==> config.mk <==
export PLATFORM = sky130hd
export DESIGN_NAME = tod_clock
export DESIGN_NICKNAME = d
export VERILOG_FILES = /design/src/rtl/tod_pkg.sv /design/src/rtl/tod_frac.sv /design/src/rtl/tod_time.sv /design/src/rtl/tod_capture.sv /design/src/rtl/tod_pps.sv /design/src/rtl/tod_clock.sv
export SDC_FILE = /design/constraint.sdc
export NUM_CORES = 1
export LEC_CHECK = 0
export ABC_CLOCK_PERIOD_IN_PS = 14100
export BUFFER_PORTS_ARGS = -buffer_cell sky130_fd_sc_hd__buf_2
export CORE_MARGIN = 5
export CORE_UTILIZATION = 38
export CTS_BUF_LIST = sky130_fd_sc_hd__clkbuf_16
export CTS_CLUSTER_SIZE = 10
export DETAILED_ROUTE_END_ITERATION = 10
export GPL_ROUTABILITY_DRIVEN = 0
export GPL_TIMING_DRIVEN = 0
export SLEW_MARGIN = 10
export SYNTH_ARGS = -nofsm -noshare
export SYNTH_HDL_FRONTEND = slang
export SYNTH_HIERARCHICAL = 1
export SYNTH_SLANG_ARGS = --single-unit
==> constraint.sdc <==
create_clock -name clk_i -period 14.1 [get_ports clk_i]
set_clock_uncertainty 0.1 [all_clocks]
set_input_delay 1.41 -clock clk_i [delete_from_list [all_inputs] [get_ports clk_i]]
set_output_delay 1.41 -clock clk_i [all_outputs]
set_load 0.01 [all_outputs]
==> src/rtl/tod_pkg.sv <==
package tod_pkg;

    localparam int unsigned NS_PER_SEC = 1_000_000_000;
    localparam int unsigned ADDR_W     = 3;

    typedef enum logic [ADDR_W-1:0] {
        REG_NS_STAGE     = 3'd0,
        REG_SECHI_STAGE  = 3'd1,
        REG_SECLO_COMMIT = 3'd2,
        REG_ADJUST       = 3'd3,
        REG_INC_NS       = 3'd4,
        REG_INC_FRAC     = 3'd5,
        REG_CTRL         = 3'd6,
        REG_PPS_WIDTH    = 3'd7
    } reg_addr_e;

    localparam int unsigned CTRL_CAP_EN = 0;
    localparam int unsigned CTRL_FMT64  = 1;
    localparam int unsigned CTRL_PPS_EN = 2;

endpackage

==> src/rtl/tod_frac.sv <==
module tod_frac #(
    parameter int unsigned FRAC_W = 24
) (
    input  logic              clk_i,
    input  logic              rst_ni,
    input  logic [FRAC_W-1:0] frac_inc_i,
    output logic              carry_o
);

    logic [FRAC_W-1:0] acc_d, acc_q;
    logic [FRAC_W:0]   sum;

    always_comb begin
        sum     = {1'b0, acc_q} + {1'b0, frac_inc_i};
        acc_d   = sum[FRAC_W-1:0];
        carry_o = sum[FRAC_W];
    end

    always_ff @(posedge clk_i) begin
        if (!rst_ni) acc_q <= '0;
        else         acc_q <= acc_d;
    end

endmodule

==> src/rtl/tod_time.sv <==
module tod_time
    import tod_pkg::*;
#(
    parameter int unsigned SEC_W = 48,
    parameter int unsigned NS_W  = 30,
    parameter int unsigned INC_W = 8
) (
    input  logic             clk_i,
    input  logic             rst_ni,
    input  logic [INC_W-1:0] inc_ns_i,
    input  logic             extra_ns_i,
    input  logic             load_en_i,
    input  logic [SEC_W-1:0] load_sec_i,
    input  logic [NS_W-1:0]  load_ns_i,
    input  logic             adj_en_i,
    input  logic             adj_neg_i,
    input  logic [NS_W-1:0]  adj_mag_i,
    output logic [SEC_W-1:0] sec_o,
    output logic [NS_W-1:0]  ns_o,
    output logic             sec_up_o
);

    localparam int unsigned TW = NS_W + 3;
    localparam logic signed [TW-1:0] ROLL1 = TW'(NS_PER_SEC);
    localparam logic signed [TW-1:0] ROLL2 = TW'(64'(NS_PER_SEC) * 2);

    typedef struct packed {
        logic [SEC_W-1:0] sec;
        logic [NS_W-1:0]  ns;
    } time_t;

    time_t st_d, st_q;
    logic signed [TW-1:0] sum_base, sum_all;

    always_comb begin
        st_d     = st_q;
        sec_up_o = 1'b0;
        sum_base = $signed(TW'(st_q.ns)) + $signed(TW'(inc_ns_i))
                 + $signed(TW'(extra_ns_i));
        sum_all  = sum_base;
        if (adj_en_i) begin
            if (adj_neg_i) sum_all = sum_base - $signed(TW'(adj_mag_i));
            else           sum_all = sum_base + $signed(TW'(adj_mag_i));
        end
        if (load_en_i) begin
            st_d.sec = load_sec_i;
            st_d.ns  = load_ns_i;
        end else if (sum_all >= ROLL2) begin
            st_d.ns  = NS_W'(sum_all - ROLL2);
            st_d.sec = st_q.sec + SEC_W'(2);
            sec_up_o = 1'b1;
        end else if (sum_all >= ROLL1) begin
            st_d.ns  = NS_W'(sum_all - ROLL1);
            st_d.sec = st_q.sec + SEC_W'(1);
            sec_up_o = 1'b1;
        end else if (sum_all < 0) begin
            st_d.ns  = NS_W'(sum_all + ROLL1);
            st_d.sec = st_q.sec - SEC_W'(1);
        end else begin
            st_d.ns  = NS_W'(sum_all);
        end
    end

    always_ff @(posedge clk_i) begin
        if (!rst_ni) st_q <= '0;
        else         st_q <= st_d;
    end

    assign sec_o = st_q.sec;
    assign ns_o  = st_q.ns;

endmodule

==> src/rtl/tod_capture.sv <==
module tod_capture #(
    parameter int unsigned NS_W = 30
) (
    input  logic            clk_i,
    input  logic            rst_ni,
    input  logic            sfd_i,
    input  logic            en_i,
    input  logic            fmt64_i,
    input  logic [31:0]     sec_lo_i,
    input  logic [NS_W-1:0] ns_i,
    output logic            valid_o,
    output logic [63:0]     ts_o
);

    localparam int unsigned HALF_W = 32;
    localparam int unsigned SEC_IN_LO = HALF_W - NS_W;

    typedef struct packed {
        logic        valid;
        logic [63:0] ts;
    } cap_t;

    cap_t cap_d, cap_q;

    always_comb begin
        cap_d       = cap_q;
        cap_d.valid = sfd_i && en_i;
        if (sfd_i && en_i) begin
            if (fmt64_i) cap_d.ts = {sec_lo_i, HALF_W'(ns_i)};
            else         cap_d.ts = {{HALF_W{1'b0}}, sec_lo_i[SEC_IN_LO-1:0], ns_i};
        end
    end

    always_ff @(posedge clk_i) begin
        if (!rst_ni) cap_q <= '0;
        else         cap_q <= cap_d;
    end

    assign valid_o = cap_q.valid;
    assign ts_o    = cap_q.ts;

endmodule

==> src/rtl/tod_pps.sv <==
module tod_pps #(
    parameter int unsigned PPS_W = 16
) (
    input  logic             clk_i,
    input  logic             rst_ni,
    input  logic             en_i,
    input  logic [PPS_W-1:0] width_i,
    input  logic             sec_up_i,
    output logic             pps_o
);

    logic [PPS_W-1:0] cnt_d, cnt_q;

    always_comb begin
        cnt_d = cnt_q;
        if (!en_i)                cnt_d = '0;
        else if (sec_up_i)        cnt_d = width_i;
        else if (cnt_q != '0)     cnt_d = cnt_q - PPS_W'(1);
    end

    always_ff @(posedge clk_i) begin
        if (!rst_ni) cnt_q <= '0;
        else         cnt_q <= cnt_d;
    end

    assign pps_o = (cnt_q != '0);

endmodule

==> src/rtl/tod_clock.sv <==
module tod_clock
    import tod_pkg::*;
#(
    parameter int unsigned SEC_W     = 48,
    parameter int unsigned NS_W      = 30,
    parameter int unsigned INC_W     = 8,
    parameter int unsigned FRAC_W    = 24,
    parameter int unsigned PPS_W     = 16,
    parameter int unsigned INC_RESET = 40
) (
    input  logic              clk_i,
    input  logic              rst_ni,
    input  logic              wr_en_i,
    input  logic [ADDR_W-1:0] wr_addr_i,
    input  logic [31:0]       wr_data_i,
    input  logic              sfd_i,
    output logic [SEC_W-1:0]  tod_sec_o,
    output logic [NS_W-1:0]   tod_ns_o,
    output logic              cap_valid_o,
    output logic [63:0]       cap_ts_o,
    output logic              pps_o
);

    localparam int unsigned DATA_W   = 32;
    localparam int unsigned SEC_HI_W = SEC_W - DATA_W;

    typedef struct packed {
        logic [NS_W-1:0]     ns_stage;
        logic [SEC_HI_W-1:0] sechi_stage;
        logic [INC_W-1:0]    inc_ns;
        logic [FRAC_W-1:0]   inc_frac;
        logic                cap_en;
        logic                cap_fmt64;
        logic                pps_en;
        logic [PPS_W-1:0]    pps_width;
    } cfg_t;

    cfg_t cfg_d, cfg_q;
    logic load_en, adj_en, extra_ns, sec_up;

    always_comb begin
        cfg_d   = cfg_q;
        load_en = 1'b0;
        adj_en  = 1'b0;
        if (wr_en_i) begin
            case (wr_addr_i)
                REG_NS_STAGE:     cfg_d.ns_stage    = wr_data_i[NS_W-1:0];
                REG_SECHI_STAGE:  cfg_d.sechi_stage = wr_data_i[SEC_HI_W-1:0];
                REG_SECLO_COMMIT: load_en           = 1'b1;
                REG_ADJUST:       adj_en            = 1'b1;
                REG_INC_NS:       cfg_d.inc_ns      = wr_data_i[INC_W-1:0];
                REG_INC_FRAC:     cfg_d.inc_frac    = wr_data_i[FRAC_W-1:0];
                REG_CTRL: begin
                    cfg_d.cap_en    = wr_data_i[CTRL_CAP_EN];
                    cfg_d.cap_fmt64 = wr_data_i[CTRL_FMT64];
                    cfg_d.pps_en    = wr_data_i[CTRL_PPS_EN];
                end
                REG_PPS_WIDTH:    cfg_d.pps_width   = wr_data_i[PPS_W-1:0];
                default: ;
            endcase
        end
    end

    always_ff @(posedge clk_i) begin
        if (!rst_ni) begin
            cfg_q        <= '0;
            cfg_q.inc_ns <= INC_W'(INC_RESET);
        end else begin
            cfg_q <= cfg_d;
        end
    end

    tod_frac #(.FRAC_W(FRAC_W)) u_frac (
        .clk_i      (clk_i),
        .rst_ni     (rst_ni),
        .frac_inc_i (cfg_q.inc_frac),
        .carry_o    (extra_ns)
    );

    tod_time #(.SEC_W(SEC_W), .NS_W(NS_W), .INC_W(INC_W)) u_time (
        .clk_i      (clk_i),
        .rst_ni     (rst_ni),
        .inc_ns_i   (cfg_q.inc_ns),
        .extra_ns_i (extra_ns),
        .load_en_i  (load_en),
        .load_sec_i ({cfg_q.sechi_stage, wr_data_i}),
        .load_ns_i  (cfg_q.ns_stage),
        .adj_en_i   (adj_en),
        .adj_neg_i  (wr_data_i[DATA_W-1]),
        .adj_mag_i  (wr_data_i[NS_W-1:0]),
        .sec_o      (tod_sec_o),
        .ns_o       (tod_ns_o),
        .sec_up_o   (sec_up)
    );

    tod_capture #(.NS_W(NS_W)) u_cap (
        .clk_i    (clk_i),
        .rst_ni   (rst_ni),
        .sfd_i    (sfd_i),
        .en_i     (cfg_q.cap_en),
        .fmt64_i  (cfg_q.cap_fmt64),
        .sec_lo_i (tod_sec_o[DATA_W-1:0]),
        .ns_i     (tod_ns_o),
        .valid_o  (cap_valid_o),
        .ts_o     (cap_ts_o)
    );

    tod_pps #(.PPS_W(PPS_W)) u_pps (
        .clk_i    (clk_i),
        .rst_ni   (rst_ni),
        .en_i     (cfg_q.pps_en),
        .width_i  (cfg_q.pps_width),
        .sec_up_i (sec_up),
        .pps_o    (pps_o)
    );

endmodule

# Word level (Yosys, flattened, before mapping)

Cells that the tools add are included.

Input port bits: 39
Register bits after elaboration: 280
Output and inout port bits: 144
Word-level logic and storage cells: 65

Mux-type cells: 17
Reduce and logical (&&, ||, !) cells: 12
Eq/ne operators: 7
Add/subtract/negate cells: 12
Magnitude comparators: 3

Operators with widths:

| operator                                               | number |
|---|---|
| 2-to-1 mux 78 bit                                      | 3 |
| 2-to-1 mux 33 bit                                      | 2 |
| 2-to-1 mux 64 bit                                      | 1 |
| adder 48 x 1 -> 48 bit (second input constant)         | 1 |
| adder 48 x 2 -> 48 bit (second input constant)         | 1 |
| 2-to-1 mux 48 bit                                      | 1 |
| subtractor 48 x 1 -> 48 bit (second input constant)    | 1 |
| adder 33 x 2 -> 33 bit                                 | 1 |
| adder 33 x 31 -> 33 bit                                | 1 |
| >= comparator 33 x 31 -> 1 bit (second input constant) | 1 |
| >= comparator 33 x 32 -> 1 bit (second input constant) | 1 |
| < comparator 33 x 1 -> 1 bit (second input constant)   | 1 |
| subtractor 33 x 31 -> 33 bit                           | 1 |
| 2-to-1 mux 16 bit                                      | 2 |
| adder 30 x 8 -> 31 bit                                 | 1 |
| adder 30 x 28 -> 30 bit (second input constant)        | 1 |
| 2-to-1 mux 30 bit                                      | 1 |
| subtractor 30 x 28 -> 30 bit (second input constant)   | 1 |
| subtractor 30 x 29 -> 30 bit (second input constant)   | 1 |
| adder 24 x 24 -> 25 bit                                | 1 |
| nonzero test 16 bit                                    | 1 |
| subtractor 16 x 1 -> 16 bit (second input constant)    | 1 |
| AND reduction 2 bit                                    | 7 |
| == test 3 bit (second input constant)                  | 4 |
| other kinds (7)                                        | 14 |

# Longest topological paths before layout

Gate-level depths: netlist of the first run.

Depth in word-level cells: 10
Gate-level depth with buffers: 47
Depth with buffers taken out: 44

# Cells and area by module

The synthesis of the first run kept the hierarchy.

Modules (own cells, without submodules):

| module      | cells an instance | area each (um^2) | instances |
|---|---|---|---|
| tod_time    | 1947              | 13571.8          | 1 |
| tod_clock   | 360               | 3722.3           | 1 |
| tod_capture | 297               | 2956.6           | 1 |
| tod_frac    | 251               | 2025.7           | 1 |
| tod_pps     | 102               | 869.6            | 1 |

# Least setup slack after synthesis of the first run

OpenSTA, ideal clock, no wires.

Path kind: flip-flop to flip-flop
Start point: register cfg_q[19] (netlist name)
End point: register u_time.st_q (netlist bit u_time/sec_o[41])
Required time: 13.881 ns
Library setup time: 0.119 ns
Data arrival time: 11.201 ns
Path slack: 2.681 ns
Stages on the path, launching flop included: 42
Clock period less this slack: 11.419 ns
Cell sequence: dfxtp_1 ha_1 fa_1 a211oi_1 o21bai_1 a21oi_1 o21ai_1 a41oi_1 o21ai_1 fa_1 fa_1 a211oi_1 o21a_1 o21ai_0 and2_1 ha_1 or4_1 a31oi_1 [6 not listed] and4bb_1 or2_2 inv_2 buf_2 ha_1 o21ai_0 o21ai_0 o41ai_1 o31ai_1 a221oi_1 o21a_1 or4b_2 a31oi_1 a31oi_1 a31o_2 o41ai_1 a21oi_1 o221a_2

Word-level cells in the longest chain between the ends: 9
Elaborated cells between the ends (all ways): 13
Classes of those cells: 4 x add/sub; 3 x order compare; 5 x mux; 1 x reduce/logical

RTL lines:

| what                                                                           | line                           | source |
|---|---|---|
| start, declared                                                                | tod_clock.sv:38                | `cfg_t cfg_d, cfg_q;` |
| start signal, assigned                                                         | tod_clock.sv:69                | `cfg_q <= cfg_d;` |
| adder 24 x 24 -> 25 bit *                                                      | tod_frac.sv:14                 | `sum = {1'b0, acc_q} + {1'b0, frac_inc_i};` |
| named net extra_ns                                                             | tod_clock.sv:39                | `logic load_en, adj_en, extra_ns, sec_up;` |
| adder 33 x 2 -> 33 bit *                                                       | tod_time.sv:39                 | `+ $signed(TW'(extra_ns_i));` |
| adder 33 x 31 -> 33 bit / subtractor 33 x 31 -> 33 bit (equally long branches) | tod_time.sv:43, tod_time.sv:42 |  |
| 2-to-1 mux 33 bit                                                              | tod_time.sv:42                 | `if (adj_neg_i) sum_all = sum_base - $signed(TW'(adj_mag_i));` |
| 2-to-1 mux 33 bit *                                                            | tod_time.sv:41                 | `if (adj_en_i) begin` |
| >= comparator 33 x 31 -> 1 bit                                                 | tod_time.sv:52                 | `end else if (sum_all >= ROLL1) begin` |
| 2-to-1 mux 78 bit                                                              | tod_time.sv:52                 |  |
| 2-to-1 mux 78 bit                                                              | tod_time.sv:48                 | `end else if (sum_all >= ROLL2) begin` |
| 2-to-1 mux 78 bit                                                              | tod_time.sv:45                 | `if (load_en_i) begin` |
| end signal, assigned                                                           | tod_time.sv:66                 | `else st_q <= st_d;` |
| end, declared                                                                  | tod_time.sv:32                 | `time_t st_d, st_q;` |

Mark *: on every way through the listed nets, which the timed path passes. The rest lies on a longest branch.
A chain may end at the register's enable or synchronous reset.

# Worst setup path after layout of the first run

Ends and elaborated chain as after synthesis.

==> impl_metrics.csv, run 1 <==
group,metric,value,unit
critical_path,cp_top_family,"compound AO/OA/AOI/OAI gates",
clocking,cts_root_buffer,"clkbuf_16",
logic_synthesis,syn_inst,2957,
logic_synthesis,async_flop_share,0,
detailed_routing,viasPerCell,6.11,
clocking,cts_tree,"yes",
logic_synthesis,synthSimpleGateAreaFrac,0.232,
critical_path,crit_arrival,13.76,ns
cells_and_area,final_cells,3979,
cells_and_area,drive_gt1_frac,0.140,
cells_and_area,multi_input_area,16300,sq um
power,power.density,99.6,nW/um^2
logic_synthesis,synth_adder_area_share,0.0847,
critical_path,worst-path-buf-inv,4,
detailed_routing,ant_nets,0,
floorplanning,fp.dieW,257,um
logic_synthesis,yosysWarnings,6,
sta,rsz0062_at_grt,"false",
detailed_routing,num_vias,24300,
power,ir_drop,0.0000722,V
clocking,clock-sinks,280,
sta,worst_slack,0.694,ns
detailed_routing,dr.pass1.iters,8,
detailed_routing,wl_met3,9010,um
placement,io_buffer_count,177,
floorplanning,die_h,257,um
logic_synthesis,synth_common_cells,"nand2_1, dfxtp_1, a21oi_1",
logic_synthesis,synth_top_family_by_area,"compound AO/OA/AOI/OAI gates",
logic_synthesis,ys_types,117,
global_routing,grtUsageTotal,0.260,
global_routing,antenna_found_initial,5,
placement,placed_cells,3916,
floorplanning,dieArea,65900,sq um
detailed_routing,routed.top_layer,"met5",
cells_and_area,synthToLayoutAreaGrowth,13.2,%
placement,hpwlAfterDp,71300,um
placement,dp_slack,-0.408,ns
clocking,clk_path_buf_depth,3,
logic_synthesis,ys_seq_elements,280,
logic_synthesis,syn-num-nets,3149,
floorplanning,core,60400,sq um
logic_synthesis,synth_top_cell_by_area,"dfxtp_1",
sta,setup_viol,0,
logic_synthesis,synth_most_common_cell,"nand2_1",
logic_synthesis,yosysTopAreaCellShare,0.242,
global_routing,grt-ovfl-total,0,
logic_synthesis,synth_xor_area_frac,0.0454,
detailed_routing,avgRoutedWirePerCell,23.0,um
logic_synthesis,synth_area_per_cell,7.83,sq um
clocking,numCtsBuffers,37,
detailed_routing,dr_wl_met2,39000,um
detailed_routing,drcViolationCount,0,
sta,worst_pin_slew,0.986,ns
floorplanning,start_util,0.383,
critical_path,endpoint_kind,"flip-flop",
cells_and_area,final_nets,3367,
sta,fmax,0.0746,GHz
sta,drv_slew,0,
sta,holdWs,0.358,ns
logic_synthesis,synth.area.top_cells,"dfxtp_1, ha_1, mux2i_1, nand2_1, a21oi_1",
global_routing,grt_pass1_wl,136000,um
logic_synthesis,synth_compound_area_frac,0.286,
cells_and_area,seq_area,5610,sq um
critical_path,critPathMaxStageDelay,0.68,ns
run,drv_cap,0,
logic_synthesis,synth_edf_count,0,
floorplanning,boundaryPins,183,
critical_path,cp.required,14.45,ns
detailed_routing,drt_iter0_drc,3024,
outcome,status,"complete, no violations",
sta,timing.final.crit_share,0.951,
min_path,min_path_type,"reg -> reg",
critical_path,slowest_stage,"or4b_2",
floorplanning,fp-row-count,90,
sta,slew_headroom,0.337,
global_routing,grt_pass1_vias,22200,
sta,hold_viol_final,0,
cells_and_area,final_util,0.434,
clocking,h-tree-depth,2,
critical_path,worst_setup_path_start_kind,"flip-flop",
power,p_leak,11.5,nW
critical_path,critical_path.max_fanout,55,
logic_synthesis,synthesis.area,23100,sq um
clocking,insertion_delay,0.56,ns
detailed_routing,met1_length,38400,um
logic_synthesis,synthFlopType,"dfxtp_1",
cells_and_area,nFillCells,6265,
logic_synthesis,ys_seq_area_frac,0.242,
critical_path,critPathKind,"reg -> reg",
clocking,postCtsHoldBufs,0,
logic_synthesis,synth.area.mux_share,0.0544,
sta,fin_crit,13.41,ns
global_routing,grt_max_degree,56,
clocking,clk_pin_slew_worst_paths,0.05,ns
detailed_routing,drt_wl_total,91600,um
power,fin_total_pwr,2.61,mW
through the flow:
step	TNS, ns	instance area, sq um
2_1_floorplan	0	23100
3_3_place_gp	-0.664	25000
3_5_place_dp	-0.519	25000
4_1_cts	0	26100
5_1_grt	0	26200
6_report	0	26200
final cells by class:
class,count,area share
flip-flops and latches,280,0.214
well taps,782,0.0374
multi-input cells,2391,0.623
plain buffers,190,0.0359
repair buffers,179,0.0344
clock buffers,37,0.0354
inverters,96,0.0138
clock inverters,21,0.00564
diodes,3,0.000287
kinds of logic (layout without fill, tap and decap cells):
logic type	Yosys count	count (layout)
flops	280	280
other cells	0	3
buf+inv	286	523
fa+ha+maj	153	153
simple gates	1037	1037
mux	125	125
compound gates	956	956
xor+xnor	120	120
layout by cell type (no fill, tap or decap), types with 30 or more instances in the layout:
master / netlist / layout
nand3_1: 97 / 97
a21boi_1: 33 / 33
a21bo_2: 32 / 32
o31ai_1: 32 / 31
nor2b_1: 31 / 31
ha_1: 147 / 147
nor3_1: 58 / 57
o21ai_0: 170 / 170
xor2_1: 48 / 48
nand2_1: 304 / 304
nor2_1: 185 / 185
dfxtp_1: 280 / 280
inv_1: 93 / 102
a211oi_1: 38 / 36
a31oi_1: 33 / 33
mux2i_1: 118 / 118
and3_1: 75 / 75
clkbuf_16: 0 / 37
a21oi_1: 201 / 201
clkbuf_1: 95 / 95
a21boi_0: 42 / 42
o21a_1: 60 / 60
nand2b_1: 31 / 31
a21o_1: 50 / 50
nand4_1: 73 / 73
xnor2_1: 72 / 71
or3_1: 34 / 34
buf_2: 65 / 241
o211ai_1: 30 / 30
routing by layer:
layer,vias to the layer above,global-route usage
li1,11400,-
met1,11400,0.345
met2,1258,0.400
met3,255,0.0618
met4,6,0.122
met5,-,0
flip-flops by register name (all words and copies together), names as in the netlist:
name and flops:
cfg_q 97, u_time/sec_o 48, u_pps/cnt_q 16, u_frac/acc_q 24
u_cap/ts_o 64, u_cap/valid_o 1, u_time/ns_o 30
worst reg2reg max path, delay by kind of cell (launching register included):
kind | cells | cell delay [ns]
adder cells (fa/ha/maj) | 6 | 2.42
AO/OA/AOI/OAI | 25 | 7.33
AND/OR/NAND/NOR | 6 | 2.04
buffers and inverters | 4 | 0.78
flip-flops | 1 | 0.32
XOR/XNOR | 2 | 0.34
where the power goes:
group	internal (mW)	switching [mW]	total, mW	leakage, nW
clock network	0.494	0.379	0.872	0.566
registers	0.820	0.0548	0.875	2.27
logic	0.318	0.544	0.862	8.64
total	1.63	0.977	2.61	11.5
worst paths after layout:
| check | cells after the start | startpoint | slack [ns] | endpoint |
|---|---|---|---|---|
| max | 43 | cfg_q[19] | 0.69 | u_time/sec_o[41] |
| min | 2 | cfg_q[64] | 0.36 | cfg_q[64] |
| max reg2reg | 43 | cfg_q[19] | 0.69 | u_time/sec_o[41] |
| min reg2reg | 2 | cfg_q[64] | 0.36 | cfg_q[64] |
repair_timing:
item / in CTS / in global routing
endpoints found under the hold margin: 0 / 0
resized for setup: 2 / 14
endpoints found under the setup margin: 3 / 13
setup buffers: 0 / 2
pin swaps: 0 / 1
Power figures use the tool's default switching activity.
==> inputs of run 2 (changes only) <==
--- a/config.mk
+++ b/config.mk
@@ -9,11 +9,11 @@
 export BUFFER_PORTS_ARGS = -buffer_cell sky130_fd_sc_hd__buf_2
 export CORE_MARGIN = 5
 export CORE_UTILIZATION = 38
-export CTS_BUF_LIST = sky130_fd_sc_hd__clkbuf_16
 export CTS_CLUSTER_SIZE = 10
 export DETAILED_ROUTE_END_ITERATION = 10
 export GPL_ROUTABILITY_DRIVEN = 0
 export GPL_TIMING_DRIVEN = 0
+export HOLD_SLACK_MARGIN = 0.08
 export SLEW_MARGIN = 10
 export SYNTH_ARGS = -nofsm -noshare
 export SYNTH_HDL_FRONTEND = slang
==> run 2 against run 1 <==
Net effect:
- power up 0.49%
- highest routed layer unchanged
- register-to-register slack got worse by 0.04 ns
- sequential cell count did not move
- clock-buffer cell count up 10
- cell count did not move
- non-clock buffer count is the same
- global-route usage about the same
- die area is the same
- wire length about the same
- maximum frequency is 0.32% lower
- sequential share of layout area about the same
- combinational power about the same
==> impl_metrics.csv, run 2 (synthesis gave the netlist of run 1 again) <==
group,metric,value,unit
cells_and_area,synthToLayoutAreaGrowth,13.2,%
detailed_routing,num_vias,24400,
cells_and_area,top_register,"cfg_q",
critical_path,endpoint_kind,"flip-flop",
run,drv_cap,0,
critical_path,critPathKind,"reg -> reg",
floorplanning,boundaryPins,183,
power,ir_drop,0.0000726,V
placement,hpwlAfterDp,71300,um
min_path,hp-start,"cfg_q[91]",
critical_path,rrSetupSlack,0.65,ns
clocking,cts_tree,"yes",
sta,fin_setup_tns,0,ns
floorplanning,start_util,0.383,
clocking,numCtsBuffers,37,
placement,io_buffer_count,177,
sta,drv_slew,0,
cells_and_area,final_area,26200,sq um
floorplanning,core,60400,sq um
sta,slew_headroom,0.360,
detailed_routing,ant_nets,0,
cells_and_area,final_nets,3367,
global_routing,antenna_found_initial,5,
critical_path,crit_start,"cfg_q[19]",
critical_path,critPathMaxStageDelay,0.67,ns
cells_and_area,seq_area,5610,sq um
global_routing,grt_pass1_wl,136000,um
clocking,clk_path_buf_depth,3,
cells_and_area,multi_input_area,16300,sq um
cells_and_area,largest_reg_flops,97,
cells_and_area,final_util,0.434,
critical_path,reg2reg_from,"cfg_q[19]",
placement,place_area,25000,sq um
global_routing,grtUsageTotal,0.260,
clocking,h-tree-depth,2,
floorplanning,die_h,257,um
power,p_leak,11.4,nW
global_routing,grt_pass1_vias,22200,
detailed_routing,drt_iter0_drc,2783,
cells_and_area,drive_gt1_frac,0.140,
clocking,clk_pin_slew_worst_paths,0.06,ns
critical_path,cp_top_family,"compound AO/OA/AOI/OAI gates",
detailed_routing,dr.pass1.iters,8,
floorplanning,fp.dieW,257,um
critical_path,cp.required,14.45,ns
clocking,postCtsHoldBufs,0,
power,power.density,100,nW/um^2
detailed_routing,avgRoutedWirePerCell,23.0,um
critical_path,critical_path.max_fanout,55,
sta,fmax,0.0744,GHz
outcome,status,"complete, no violations",
sta,holdWs,0.358,ns
sta,worst_pin_slew,0.953,ns
cells_and_area,nFillCells,6266,
min_path,min_path_type,"reg -> reg",
sta,timing.final.crit_share,0.954,
critical_path,worst_setup_path_start_kind,"flip-flop",
cells_and_area,layout_commonest_cell,"nand2_1",
floorplanning,dieArea,65900,sq um
global_routing,grt-ovfl-total,0,
sta,rsz0062_at_grt,"false",
sta,setup_viol,0,
detailed_routing,drcViolationCount,0,
floorplanning,fp-row-count,90,
critical_path,worst-path-buf-inv,4,
sta,fin_crit,13.45,ns
clocking,clock-sinks,280,
cells_and_area,mostFrequentLayoutCells,"nand2_1, dfxtp_1, buf_2, a21oi_1, nor2_1",
global_routing,grt_max_degree,56,
sta,hold_viol_final,0,
detailed_routing,viasPerCell,6.13,
critical_path,slowest_stage,"a221oi_2",
clocking,cts_root_buffer,"clkbuf_16",
critical_path,crit_arrival,13.80,ns
clocking,insertion_delay,0.57,ns
detailed_routing,drt_wl_total,91600,um
==> run 2: worst reg2reg max path, delay by kind of cell, from the launching register on <==
family | cells | cell delay, ns
AOI/OAI and AO/OA | 25 | 7.35
adders and majority gates | 6 | 2.41
and+or+nand+nor | 6 | 2.04
buffers and inverters | 4 | 0.79
xor gates and xnor gates | 2 | 0.34
DFF | 1 | 0.32
==> run 2: report_power, final <==
part / switching, mW / total [mW] / internal (mW) / leakage, nW
sequential: 0.0549 / 0.875 / 0.820 / 2.27
combinational: 0.544 / 0.862 / 0.318 / 8.64
clock: 0.379 / 0.885 / 0.506 / 0.534
==> run 2: final timing paths <==
check	end	cells past startpoint
hold reg to reg	cfg_q[91]	2
setup reg to reg	u_time/sec_o[41]	43
setup / recovery	u_time/sec_o[41]	43
hold / removal	cfg_q[91]	2
==> run 2: through the flow <==
step	setup slack (ns)	power, mW	instances
detailed placement	-0.408	1.72	3916
CTS	0.126	2.60	3974
floorplan	2.68	1.46	2957
finish	0.651	2.62	3979
global route	0.00385	2.74	3976
global placement	-0.480	1.72	3916
==> run 2: layer usage <==
| metal | up-vias | part of all wire | track usage | routed length [um] |
|---|---|---|---|---|
| met5 | - | 0.00044 | 0 | 40 |
| met4 | 6 | 0.055 | 0.124 | 5050 |
| met3 | 246 | 0.098 | 0.0616 | 9010 |
| met2 | 1268 | 0.43 | 0.400 | 39200 |
| met1 | 11400 | 0.42 | 0.345 | 38300 |
| li1 | 11400 | - | - | - |
==> run 2: layout make-up <==
class                   count  area share
clock inverters            11     0.00420
plain buffers             190      0.0359
flip-flops and latches    280       0.214
multi-input cells        2391       0.623
repair buffers            179      0.0344
inverters                  96      0.0138
clock buffers              47      0.0372
diodes                      3    0.000287
well taps                 782      0.0373
==> run 2: timing repair <==
action / in CTS / in global routing
gates resized for setup: 2 / 14
pin swaps: 0 / 1
cloned: 0 / 0
setup buffers: 0 / 2
setup endpoints to repair: 3 / 14
